<file path="config.mk">
export PLATFORM = sky130hd
export DESIGN_NAME = fp_round_unit
export DESIGN_NICKNAME = d
export VERILOG_FILES = /design/src/rtl/fpr_pkg.sv /design/src/rtl/fpr_shift.sv /design/src/rtl/fpr_round.sv /design/src/rtl/fp_round_unit.sv
export SDC_FILE = /design/constraint.sdc
export NUM_CORES = 1
export LEC_CHECK = 0
export BUFFER_PORTS_ARGS = -buffer_cell sky130_fd_sc_hd__buf_2
export CORE_ASPECT_RATIO = 2
export CORE_MARGIN = 3
export CORE_UTILIZATION = 40
export CTS_CLUSTER_DIAMETER = 150
export DETAILED_ROUTE_END_ITERATION = 12
export SYNTH_ARGS = -nofsm -noshare
export SYNTH_HDL_FRONTEND = slang
export SYNTH_SLANG_ARGS = --single-unit
</file>
<file path="constraint.sdc">
create_clock -name clk_i -period 1.5 [get_ports clk_i]
set_input_delay 0.075 -clock clk_i [delete_from_list [all_inputs] [get_ports clk_i]]
set_output_delay 0.075 -clock clk_i [all_outputs]
set_load 0.1 [all_outputs]
</file>
<file path="src/rtl/fpr_pkg.sv">
package fpr_pkg;
  typedef enum logic [1:0] {
    RND_NEAR_EVEN = 2'b00,
    RND_TO_ZERO   = 2'b01,
    RND_UP        = 2'b10,
    RND_DOWN      = 2'b11
  } rnd_mode_e;

  typedef enum logic [1:0] {
    SHF_NONE  = 2'b00,
    SHF_RIGHT = 2'b01,
    SHF_LEFT1 = 2'b10,
    SHF_RSVD  = 2'b11
  } shf_op_e;

  localparam int unsigned XTRA_W = 3;  // guard, round, sticky
endpackage

</file>
<file path="src/rtl/fpr_shift.sv">
module fpr_shift
  import fpr_pkg::*;
#(
  parameter int unsigned SIG_W = 24,
  parameter int unsigned EXP_W = 8,
  parameter int unsigned AMT_W = 5,
  localparam int unsigned EXT_W = SIG_W + XTRA_W
) (
  input  shf_op_e          op_i,
  input  logic [AMT_W-1:0] amt_i,
  input  logic [EXP_W-1:0] exp_i,
  input  logic [EXT_W-1:0] ext_i,
  output logic [EXP_W-1:0] exp_o,
  output logic [EXT_W-1:0] ext_o
);
  logic [EXT_W-1:0] rs_shifted;
  logic             rs_sticky;

  // sticky collects every bit at or below the shift count
  always_comb begin
    rs_shifted = ext_i >> amt_i;
    rs_sticky  = 1'b0;
    for (int i = 0; i < EXT_W; i++) begin
      if (32'(i) <= 32'(amt_i)) rs_sticky = rs_sticky | ext_i[i];
    end
  end

  always_comb begin
    unique case (op_i)
      SHF_RIGHT: begin
        ext_o = {rs_shifted[EXT_W-1:1], rs_sticky};
        exp_o = exp_i + EXP_W'(amt_i);
      end
      SHF_LEFT1: begin
        ext_o = {ext_i[EXT_W-2:0], 1'b0};
        exp_o = exp_i - EXP_W'(1);
      end
      default: begin
        ext_o = ext_i;
        exp_o = exp_i;
      end
    endcase
  end
endmodule

</file>
<file path="src/rtl/fpr_round.sv">
module fpr_round
  import fpr_pkg::*;
#(
  parameter int unsigned SIG_W = 24,
  parameter int unsigned EXP_W = 8,
  localparam int unsigned EXT_W = SIG_W + XTRA_W
) (
  input  rnd_mode_e        mode_i,
  input  logic             sign_i,
  input  logic [EXP_W-1:0] exp_i,
  input  logic [EXT_W-1:0] ext_i,
  output logic [SIG_W-1:0] sig_o,
  output logic [EXP_W-1:0] exp_o,
  output logic             inexact_o,
  output logic             inc_o,
  output logic             carry_o
);
  logic [SIG_W-1:0] kept;
  logic             g_bit, r_bit, s_bit, lost;
  logic [SIG_W:0]   sum;

  assign kept  = ext_i[EXT_W-1:XTRA_W];
  assign g_bit = ext_i[2];
  assign r_bit = ext_i[1];
  assign s_bit = ext_i[0];
  assign lost  = g_bit | r_bit | s_bit;

  always_comb begin
    unique case (mode_i)
      RND_NEAR_EVEN: inc_o = g_bit & (r_bit | s_bit | kept[0]);
      RND_TO_ZERO:   inc_o = 1'b0;
      RND_UP:        inc_o = lost & ~sign_i;
      RND_DOWN:      inc_o = lost & sign_i;
      default:       inc_o = 1'b0;
    endcase
  end

  assign sum       = {1'b0, kept} + (SIG_W+1)'(inc_o);
  assign carry_o   = sum[SIG_W];
  assign sig_o     = carry_o ? sum[SIG_W:1] : sum[SIG_W-1:0];
  assign exp_o     = exp_i + EXP_W'(carry_o);
  assign inexact_o = lost;
endmodule

</file>
<file path="src/rtl/fp_round_unit.sv">
module fp_round_unit
  import fpr_pkg::*;
#(
  parameter int unsigned SIG_W = 24,
  parameter int unsigned EXP_W = 8,
  parameter int unsigned AMT_W = 5,
  localparam int unsigned EXT_W = SIG_W + XTRA_W
) (
  input  logic             clk_i,
  input  logic             rst_ni,
  input  logic             valid_i,
  input  logic             sign_i,
  input  logic [EXP_W-1:0] exp_i,
  input  logic [SIG_W-1:0] sig_i,
  input  logic [2:0]       grs_i,
  input  logic [1:0]       shift_op_i,
  input  logic [AMT_W-1:0] shift_amt_i,
  input  logic [1:0]       mode_i,
  output logic             valid_o,
  output logic [SIG_W-1:0] sig_o,
  output logic [EXP_W-1:0] exp_o,
  output logic             inexact_o
);
  logic [EXT_W-1:0] shf_ext;
  logic [EXP_W-1:0] shf_exp;
  logic [SIG_W-1:0] rnd_sig;
  logic [EXP_W-1:0] rnd_exp;
  logic             rnd_inexact, rnd_inc, rnd_carry;

  fpr_shift #(.SIG_W(SIG_W), .EXP_W(EXP_W), .AMT_W(AMT_W)) i_shift (
    .op_i  (shf_op_e'(shift_op_i)),
    .amt_i (shift_amt_i),
    .exp_i (exp_i),
    .ext_i ({sig_i, grs_i}),
    .exp_o (shf_exp),
    .ext_o (shf_ext)
  );

  fpr_round #(.SIG_W(SIG_W), .EXP_W(EXP_W)) i_round (
    .mode_i    (rnd_mode_e'(mode_i)),
    .sign_i    (sign_i),
    .exp_i     (shf_exp),
    .ext_i     (shf_ext),
    .sig_o     (rnd_sig),
    .exp_o     (rnd_exp),
    .inexact_o (rnd_inexact),
    .inc_o     (rnd_inc),
    .carry_o   (rnd_carry)
  );

  always_ff @(posedge clk_i or negedge rst_ni) begin
    if (!rst_ni) begin
      valid_o   <= 1'b0;
      sig_o     <= '0;
      exp_o     <= '0;
      inexact_o <= 1'b0;
    end else begin
      valid_o <= valid_i;
      if (valid_i) begin
        sig_o     <= rnd_sig;
        exp_o     <= rnd_exp;
        inexact_o <= rnd_inexact;
      end
    end
  end

  assert_valid_lat_R10: assert property (@(posedge clk_i) disable iff (!rst_ni)
    valid_i |=> valid_o);
  assert_valid_idle_R10: assert property (@(posedge clk_i) disable iff (!rst_ni)
    !valid_i |=> (!valid_o && $stable(sig_o) && $stable(exp_o)));
  assert_sticky_keep_R2: assert property (@(posedge clk_i) disable iff (!rst_ni)
    (shift_op_i == SHF_RIGHT && grs_i[0]) |-> shf_ext[0]);
  assert_left_guard_R3: assert property (@(posedge clk_i) disable iff (!rst_ni)
    (shift_op_i == SHF_LEFT1) |-> (shf_ext[XTRA_W] == grs_i[2] && !shf_ext[0]));
  assert_tie_even_R4: assert property (@(posedge clk_i) disable iff (!rst_ni)
    (mode_i == RND_NEAR_EVEN && shf_ext[2:0] == 3'b100) |-> !rnd_sig[0]);
  assert_trunc_no_inc_R5: assert property (@(posedge clk_i) disable iff (!rst_ni)
    (mode_i == RND_TO_ZERO) |-> !rnd_inc);
  assert_up_no_neg_R6: assert property (@(posedge clk_i) disable iff (!rst_ni)
    (mode_i == RND_UP && sign_i) |-> !rnd_inc);
  assert_down_no_pos_R7: assert property (@(posedge clk_i) disable iff (!rst_ni)
    (mode_i == RND_DOWN && !sign_i) |-> !rnd_inc);
  assert_carry_norm_R8: assert property (@(posedge clk_i) disable iff (!rst_ni)
    rnd_carry |-> (rnd_sig == {1'b1, {(SIG_W-1){1'b0}}} && rnd_exp == shf_exp + EXP_W'(1)));
  assert_exact_R9: assert property (@(posedge clk_i) disable iff (!rst_ni)
    (shf_ext[2:0] == 3'b000) |-> (!rnd_inc && !rnd_inexact));
endmodule

</file>
==> results of run 1 <==
## cells in the mapped netlist, types with 7 or more instances
master	number	share of area (%)
a211oi_1	7	1.0
a21o_1	11	1.6
a21oi_1	45	4.3
a31oi_1	14	1.7
and2_1	7	0.84
buf_1	9	0.65
clkbuf_1	37	2.7
dfrtp_1	34	16
ha_1	17	4.1
inv_1	24	1.7
mux2_2	22	4.8
mux2i_1	22	4.2
mux4_2	10	4.3
nand2_1	60	4.3
nand2b_1	13	1.6
nand3_1	19	1.8
nand4_1	7	0.84
nor2_1	40	2.9
nor2b_1	10	1.2
nor3_1	18	1.7
nor4_1	8	0.96
o21ai_0	32	3.1
o22ai_1	8	0.96
o2bb2ai_1	14	2.4
xnor2_1	16	2.7
xor2_1	12	2.0
## report_power, final
part           total (mW)  leakage (nW)  switching [mW]  internal [mW]
Clock                1.15        0.0832           0.397          0.751
Sequential           1.15         0.414          0.0879           1.06
Combinational        4.11          3.42            2.57           1.54
Total                6.41          3.92            3.05           3.36
## metrics by stage
step | setup TNS, ps | util (%) | hold WS [ps]
finish | -56760 | 67.0 | 56.8
global route | -62560 | 67.0 | 62.5
CTS | -54010 | 65.3 | 50.9
detailed placement | -75180 | 60.5 | 174
global placement | -74120 | 60.5 | 160
floorplan | -59990 | - | -221
## sequential cells by signal (all words and copies together) (netlist names)
name / count
inexact_o: 1
exp_o: 8
sig_o: 24
valid_o: 1
## worst paths after layout
path                                startpoint   endpoint  slack [ps]  depth (start not counted)
worst max-delay path            shift_amt_i[1]  sig_o[18]       -1880                         21
worst min-delay path                   valid_i    valid_o          60                          1
worst max register to register       sig_o[20]  sig_o[20]         640                          3
worst min register to register       sig_o[15]  sig_o[15]         490                          1
max in group asynchronous               rst_ni   exp_o[6]         630                          2
min in group asynchronous               rst_ni  sig_o[21]         380                          2
## final cells by class
class / count / area (um2)
multi-input cells: 531 / 4420
well taps: 150 / 188
fillers: 1042 / 4190
inverters: 25 / 100
flip-flops and latches: 34 / 851
clock buffers: 8 / 166
repair buffers: 365 / 2790
## logic make-up after synthesis
group | after synthesis | share of synthesized area, %
DFF | 34 | 16.3
buffers and inverters | 86 | 7.51
and+or+nand+nor | 220 | 22.8
adders and majority gates | 19 | 4.66
muxes | 60 | 16.3
AOI/OAI and AO/OA | 203 | 27.2
xor gates and xnor gates | 29 | 5.16
## cells in the final DEF, fill, tap and decap left out, types with 8 or more instances in the layout
master	count
buf_12	10
buf_4	252
nand3_1	15
a21oi_1	41
ha_1	11
nor2_1	35
xnor2_1	14
buf_6	18
nor3_1	15
nor2b_1	9
a21o_1	11
o2bb2ai_2	10
nand2_1	55
nand2b_1	12
dfrtp_1	34
mux2_2	15
xor2_1	12
o22ai_1	8
a31oi_1	13
o21ai_0	24
mux2i_1	16
inv_1	21
mux4_2	14
buf_2	78
## metal layers
metal | part of all wire, % | track usage [%] | routed length, um | up-vias
met4 | 9.4 | 27.4 | 2440 | 0
met3 | 4.8 | 4.63 | 1260 | 154
met5 | 0 | 0 | 0 | -
met1 | 34 | 36.4 | 8820 | 3214
li1 | - | - | - | 3073
met2 | 52 | 63.5 | 13500 | 309
## timing repair
action,in CTS,in global routing
setup endpoints to repair,33,33
setup buffers,26,10
gates cloned,0,0
endpoints found under the hold margin,34,0
hold buffers,1,0
pin swaps,33,23
resized for setup,67,36
## critical path, cell delays in order
cell	delay (ps)
buf_12	110
buf_12	130
buf_8	120
mux2_4	290
mux4_2	510
nand2_2	90
nand3_2	90
a32oi_1	190
nor2_1	70
a21oi_2	140
nor2b_4	190
a211oi_2	50
ha_2	210
ha_4	170
nand2_4	60
buf_6	90
or3_4	150
buf_4	130
nor4_1	60
or3_1	390
a31o_1	220
==> results.cfg, run 1 <==
[detailed_routing]
dr.pass1.iters = 6
dr_total_vias = 6750
drc = 0
post_drt_wl_per_cell_um = 23.4
first_iter_violations = 524
antenna_left = 0
wl_um = 26000
vias_per_cell = 6.06

[timing]
finalCriticalPeriod_ps = 3380
final_max_slew_viol_count = 0
rsz0062_at_grt = yes
setup_ws_ps = -1880
fin_skew_ps = 0
relSlewSlack_pct = 50.2
setup_viol = 33
max_freq_ghz = 0.296
tightest_slew_ps = 746
hold_viol_final = 0
fin_crit_sh_pct = 225

[clock_tree]
numCtsBuffers = 5
clock_latency_ps = 280
clk_path_buf_depth = 2
cts_sinks = 34
cts_root_buffer = clkbuf_16
clkTransAtPathRegs_ps = 60
cts_max_level = 2
cts_tree = built

[global_route]
overflow = 0
antenna_found_initial = 0
grt_max_degree = 35
grt_pass1_vias = 7272
grt_pass1_wl_um = 39600
track_usage_pct = 35.7

[pwr]
power_leakage_nw = 3.92
finalPower_mw = 6.41
powerDensity_nw_per_um2 = 753
ir_worst_vdd_mv = 1.30

[placement]
dp_hpwl_um = 20500
pre_cts_ws_ps = -2460
routabilityCongestion = 1.03
placed_cells = 1071
placed_area_um2 = 7690
portBuffers = 81

[die]
rows = 58
io_pins = 82
chipWidth_um = 86.7
core_um2 = 12700
die_h_um = 167
initial_core_util_pct = 41.1
design.die.area_um2 = 14500

[finish]
diodes = 0
drive_gt1_share_pct = 51.9
layout.cells.non_filler = 1113
area_growth_pct = 63.2
nets = 1028
final_area_um2 = 8510

[logic_synthesis]
synthFlopType = dfrtp_1
ys_seq_area_share_pct = 16.3
synth_seq_cells = 34
syn_area_um2 = 5210
syn-num-nets = 717
yosys_warnings = 0
syn_inst = 651
synth.distinct_cells = 90
syn_avg_cell_area_um2 = 8.01
synth_edf_count = 0
async_flop_share_pct = 100

[setup_path]
critPathRequiredTime_ps = 1680
path_class = in -> reg
cp_max_fo = 6
startpoint_type = input port
cp_data_arrival_time_ps = 3560
endpoint_kind = flip-flop

[outcome]
status = finished, violations left
violations = setup timing

[job]
max-cap-violations = 0

[worst_hold_path]
hp-class = in -> reg
Power figures use the tool's default switching activity.
==> run 2: changes to the inputs <==
Settings changed: CORE_ASPECT_RATIO 2 to 1.5.
==> run 2 against run 1 <==
The flow still finishes with violations (setup timing); register-to-register slack got worse by 20 ps; sequential power is essentially flat; critical path depth rose by 2; hold slack improved by 150 ps; global-route usage fell by 2.9 points; final area is 4.1% lower; sequential cell count did not move; largest power group unchanged.
==> results.cfg, run 2 (same netlist as run 1, synthesis figures left out) <==
[setup_path]
startpoint_type = input port
critPathSlowestCell = mux2_4
ff2ff_setup_slack_ps = 620
crit_family = compound AO/OA/AOI/OAI gates
crit_buf_inv = 3
crit_top_cell = ha_4
startpoint = shift_amt_i[1]
cp_data_arrival_time_ps = 3520
endpoint_kind = flip-flop
crit_chain = buf_16 -> buf_6 -> buf_6 -> mux2i_1 -> mux2_4 -> o21a_1 -> a21oi_2 -> nand2_2 -> a31oi_4 -> o21bai_1 -> a211oi_2 -> ha_2 -> ha_4 -> nand2_4 -> nor2_4 -> and4_4 -> ha_4 -> ha_4 -> nand3_2 -> nor2_2 -> nand2_1 -> xnor2_1 -> mux2_4
cp_max_fo = 8
critPathRequiredTime_ps = 1670
cpPeakStageDelay_ps = 270
r2r_cells = 3
path_class = in -> reg
r2r_start = sig_o[20]
r2r_end = sig_o[20]

[finish]
final_cell_mix = buf_4, buf_2, nand2_1
top_regs = sig_o (24), exp_o (8)
final_area_um2 = 8160
area_growth_pct = 56.5
layout.cells.non_filler = 1082
diodes = 0
nets = 991
final_util_pct = 64.6
layout_commonest_cell = buf_4
regMostFlops = sig_o
drive_gt1_share_pct = 48.5
largest_reg_flops = 24

[timing]
max_freq_ghz = 0.298
setup_viol = 33
fin_skew_ps = 0
tightest_slew_ps = 846
finalCriticalPeriod_ps = 3350
rsz0062_at_grt = yes
fin_tns_setup_ps = -55200
fin_crit_sh_pct = 224
relSlewSlack_pct = 43.1
setup_ws_ps = -1850
final_max_slew_viol_count = 0
hold_viol_final = 0

[clock_tree]
numCtsBuffers = 5
cts_tree = built
clkTransAtPathRegs_ps = 50
clk_path_buf_depth = 2
clock_latency_ps = 280
cts_sinks = 34
cts_max_level = 2
cts_root_buffer = clkbuf_16

[detailed_routing]
dr.pass1.iters = 5
drc = 0
dr_total_vias = 6567
wl_um = 23800
post_drt_wl_per_cell_um = 22.0
antenna_left = 0
first_iter_violations = 482
vias_per_cell = 6.07

[outcome]
status = finished, violations left
violations = setup timing

[placement]
portBuffers = 81
dp_hpwl_um = 18400
placed_cells = 1057
routabilityCongestion = 1.05
placed_area_um2 = 7520

[global_route]
antenna_found_initial = 0
grt_pass1_vias = 6827
track_usage_pct = 32.9
grt_max_degree = 35
grt_pass1_wl_um = 37700
overflow = 0

[die]
io_pins = 82
initial_core_util_pct = 41.3
chipWidth_um = 99.2
die_h_um = 146
core_um2 = 12600
rows = 50
design.die.area_um2 = 14500

[pwr]
powerDensity_nw_per_um2 = 769
power_leakage_nw = 3.75
ir_worst_vdd_mv = 1.11
finalPower_mw = 6.28

[worst_hold_path]
hp-class = in -> reg
hold_depth = 3
worstHoldEndpoint = exp_o[7]
min_from = exp_i[7]

[job]
max-cap-violations = 0
## run 2: cell count changes in the layout (fill, tap and decap cells not counted), sizes merged
cell | previous run | this run
bufbuf | 0 | 2
clkbuf | 8 | 5
clkinvlp | 1 | 3
bufinv | 0 | 1
buf | 364 | 325
## run 2: what timing repair did
action,CTS,global route
endpoints found under the hold margin,34,0
pin swaps,39,16
cloned,2,0
hold buffers,1,0
buffers inserted,12,2
gates resized for setup,58,12
endpoints found under the setup margin,33,33
## run 2: cell type report
class	count	area, um2
well taps	156	195
repair buffers	328	2450
multi-input cells	531	4390
clock inverters	3	45.0
inverters	25	100
flip-flops and latches	34	851
fillers	1091	4480
clock buffers	5	125
## run 2: worst reg2reg max path: stages, from the launching register on
cell and delay [ps]:
dfrtp_1 400, nor2b_1 140, a31oi_1 150, o21ai_1 80
## run 2: power by group
| group | internal (mW) | switching [mW] | total (mW) |
|---|---|---|---|
| Clock | 0.782 | 0.395 | 1.18 |
| Sequential | 1.06 | 0.0878 | 1.15 |
| Combinational | 1.44 | 2.51 | 3.95 |
## run 2: how the worst max path moves through the flow
stage | end | slack [ps] | depth (start not counted)
after floorplan | sig_o[18] | -2160 | 21
after global placement | exp_o[6] | -2430 | 21
after detailed placement | exp_o[6] | -2430 | 21
after CTS | exp_o[6] | -1760 | 23
after global routing | exp_o[6] | -2040 | 23
final | exp_o[6] | -1850 | 23
## run 2: per-stage QoR
step                hold slack (ps)  setup WS, ps
floorplan                      -221         -2160
global placement                164         -2430
detailed placement              179         -2430
CTS                             201         -1760
global route                    238         -2040
finish                          204         -1850
## run 2: per-layer routing
metal | vias up | share of wire [%] | global-route usage, %
li1 | 3000 | - | -
met1 | 3153 | 37 | 38.2
met2 | 328 | 51 | 57.5
met3 | 86 | 6.1 | 3.31
met4 | 0 | 6.5 | 19.1
met5 | - | 0 | 0
==> run 3: changes to the inputs <==
Settings changed: CTS_CLUSTER_SIZE set to 10, PLACE_DENSITY set to 0.61.
==> run 3 against run 2 <==
Sequential power barely moved; largest power group unchanged; clock power is 11% lower; power rose by 0.38%; combinational power rose by 4%; final cell count grew 3.6%; core utilization is 2.4 points higher; the run still ends with setup timing left; global-route usage rose by 1.5 points.
==> results.cfg, run 3 (same netlist as run 1, synthesis figures left out) <==
[pwr]
powerDensity_nw_per_um2 = 745
power_leakage_nw = 3.94
finalPower_mw = 6.30
ir_worst_vdd_mv = 1.18

[clock_tree]
numCtsBuffers = 5
clock_latency_ps = 280
clk_path_buf_depth = 2
cts_root_buffer = clkbuf_16
clkTransAtPathRegs_ps = 50
cts_tree = built
cts_sinks = 34
cts_max_level = 2

[placement]
routabilityCongestion = 0.957
pre_cts_ws_ps = -2340
portBuffers = 81
placed_area_um2 = 7800
dp_hpwl_um = 19700

[setup_path]
critPathSlowestCell = nor4b_4
startpoint_type = input port
crit_buf_inv = 3
crit_family = simple AND/OR/NAND/NOR gates
crit_chain = buf_8 -> bufbuf_16 -> buf_6 -> nor4b_4 -> nand2_1 -> nand3_2 -> a32oi_1 -> nor2_1 -> a21oi_2 -> o21bai_4 -> a211oi_2 -> ha_2 -> ha_4 -> nand2_4 -> nor2_4 -> and4_4 -> ha_4 -> ha_4 -> nand3_4 -> nor2_1 -> nand2_1 -> xnor2_1 -> mux2_4
critPathRequiredTime_ps = 1660
path_class = in -> reg
endpoint_kind = flip-flop
cp_data_arrival_time_ps = 3530
cp_max_fo = 10
crit_top_cell = ha_4
cpPeakStageDelay_ps = 300

[global_route]
track_usage_pct = 34.4
overflow = 0
grt_max_degree = 35
antenna_found_initial = 0
grt_pass1_vias = 7145
grt_pass1_wl_um = 39400

[die]
die_h_um = 146
design.die.area_um2 = 14500
initial_core_util_pct = 41.3
rows = 50
core_um2 = 12600
io_pins = 82
chipWidth_um = 99.2

[detailed_routing]
antenna_left = 0
vias_per_cell = 6.05
drc = 0
dr.pass1.iters = 5
post_drt_wl_per_cell_um = 22.6
wl_um = 25300
first_iter_violations = 492
dr_total_vias = 6784

[finish]
largest_reg_flops = 24
final_area_um2 = 8460
nets = 1030
top_regs = sig_o (24), exp_o (8)
fillers = 1078
regMostFlops = sig_o
diodes = 0
final_cell_mix = buf_4, buf_2, nand2_1
area_growth_pct = 62.3
layout_commonest_cell = buf_4
drive_gt1_share_pct = 51.4

[timing]
rsz0062_at_grt = yes
fin_skew_ps = 0
hold_viol_final = 0
setup_ws_ps = -1870
finalCriticalPeriod_ps = 3370
setup_viol = 33
final_max_slew_viol_count = 0
whs_ps = 197
max_freq_ghz = 0.297
tightest_slew_ps = 849
fin_crit_sh_pct = 224
relSlewSlack_pct = 42.9

[outcome]
violations = setup timing
status = finished, violations left

[worst_hold_path]
hp-class = in -> reg

[job]
max-cap-violations = 0
## run 3: cell count changes in the layout (fill, tap and decap cells not counted), sizes merged
cell | previous run | this run
inv | 23 | 25
clkinvlp | 3 | 1
bufinv | 1 | 0
clkbuf | 5 | 6
buf | 325 | 364
## run 3: worst paths after layout
kind	from	end	slack, ps	cells after the start
min	exp_i[7]	exp_o[7]	200	3
min reg2reg	sig_o[11]	sig_o[11]	490	1
max in group asynchronous	rst_ni	exp_o[0]	620	2
min in group asynchronous	rst_ni	sig_o[13]	410	2
max	shift_amt_i[1]	exp_o[6]	-1870	23
max reg2reg	sig_o[20]	sig_o[20]	590	3
## run 3: layout make-up
| cell class | instances | area (um2) | share of cell area (%) |
|---|---|---|---|
| clock inverters | 2 | 16.3 | 0.192 |
| repair buffers | 367 | 2750 | 32.5 |
| clock buffers | 6 | 139 | 1.64 |
| multi-input cells | 531 | 4410 | 52.1 |
| well taps | 156 | 195 | 2.31 |
| flip-flops and latches | 34 | 851 | 10.1 |
| inverters | 25 | 96.3 | 1.14 |
## run 3: repair_timing
item,in CTS,in global routing
gates cloned,2,0
setup buffers,13,6
pin swaps,30,26
endpoints found under the hold margin,34,0
endpoints found under the setup margin,33,33
hold buffers,1,0
resized for setup,59,15
## run 3: metal layers
layer	routed length, um	track usage, %	part of all wire, %	vias up
met4	1310	17.0	5.2	0
li1	-	-	-	3087
met2	13100	62.0	52	362
met5	0	0	0	-
met1	9450	39.9	37	3247
met3	1390	2.97	5.5	88
## run 3: power by group
part,internal (mW),total [mW],switching (mW),leakage [nW]
registers,1.06,1.16,0.0962,0.414
clock network,0.665,1.05,0.384,0.0735
logic,1.54,4.09,2.55,3.45
## run 3: per-stage QoR
stage                     TNS, ps  util, %  instances
after CTS                  -54700     66.0       1116
after global placement     -71950     61.7       1093
after global routing       -60650     67.0       1121
after floorplan            -59990        -        651
final                      -55080     67.0       1121
after detailed placement   -72440     61.7       1093
## run 3: worst register-to-register path, delay by kind of cell, from the launching register on
kind,cells,cell delay [ps]
AO/OA/AOI/OAI,2,250
flip-flops,1,390
AND/OR/NAND/NOR,1,140
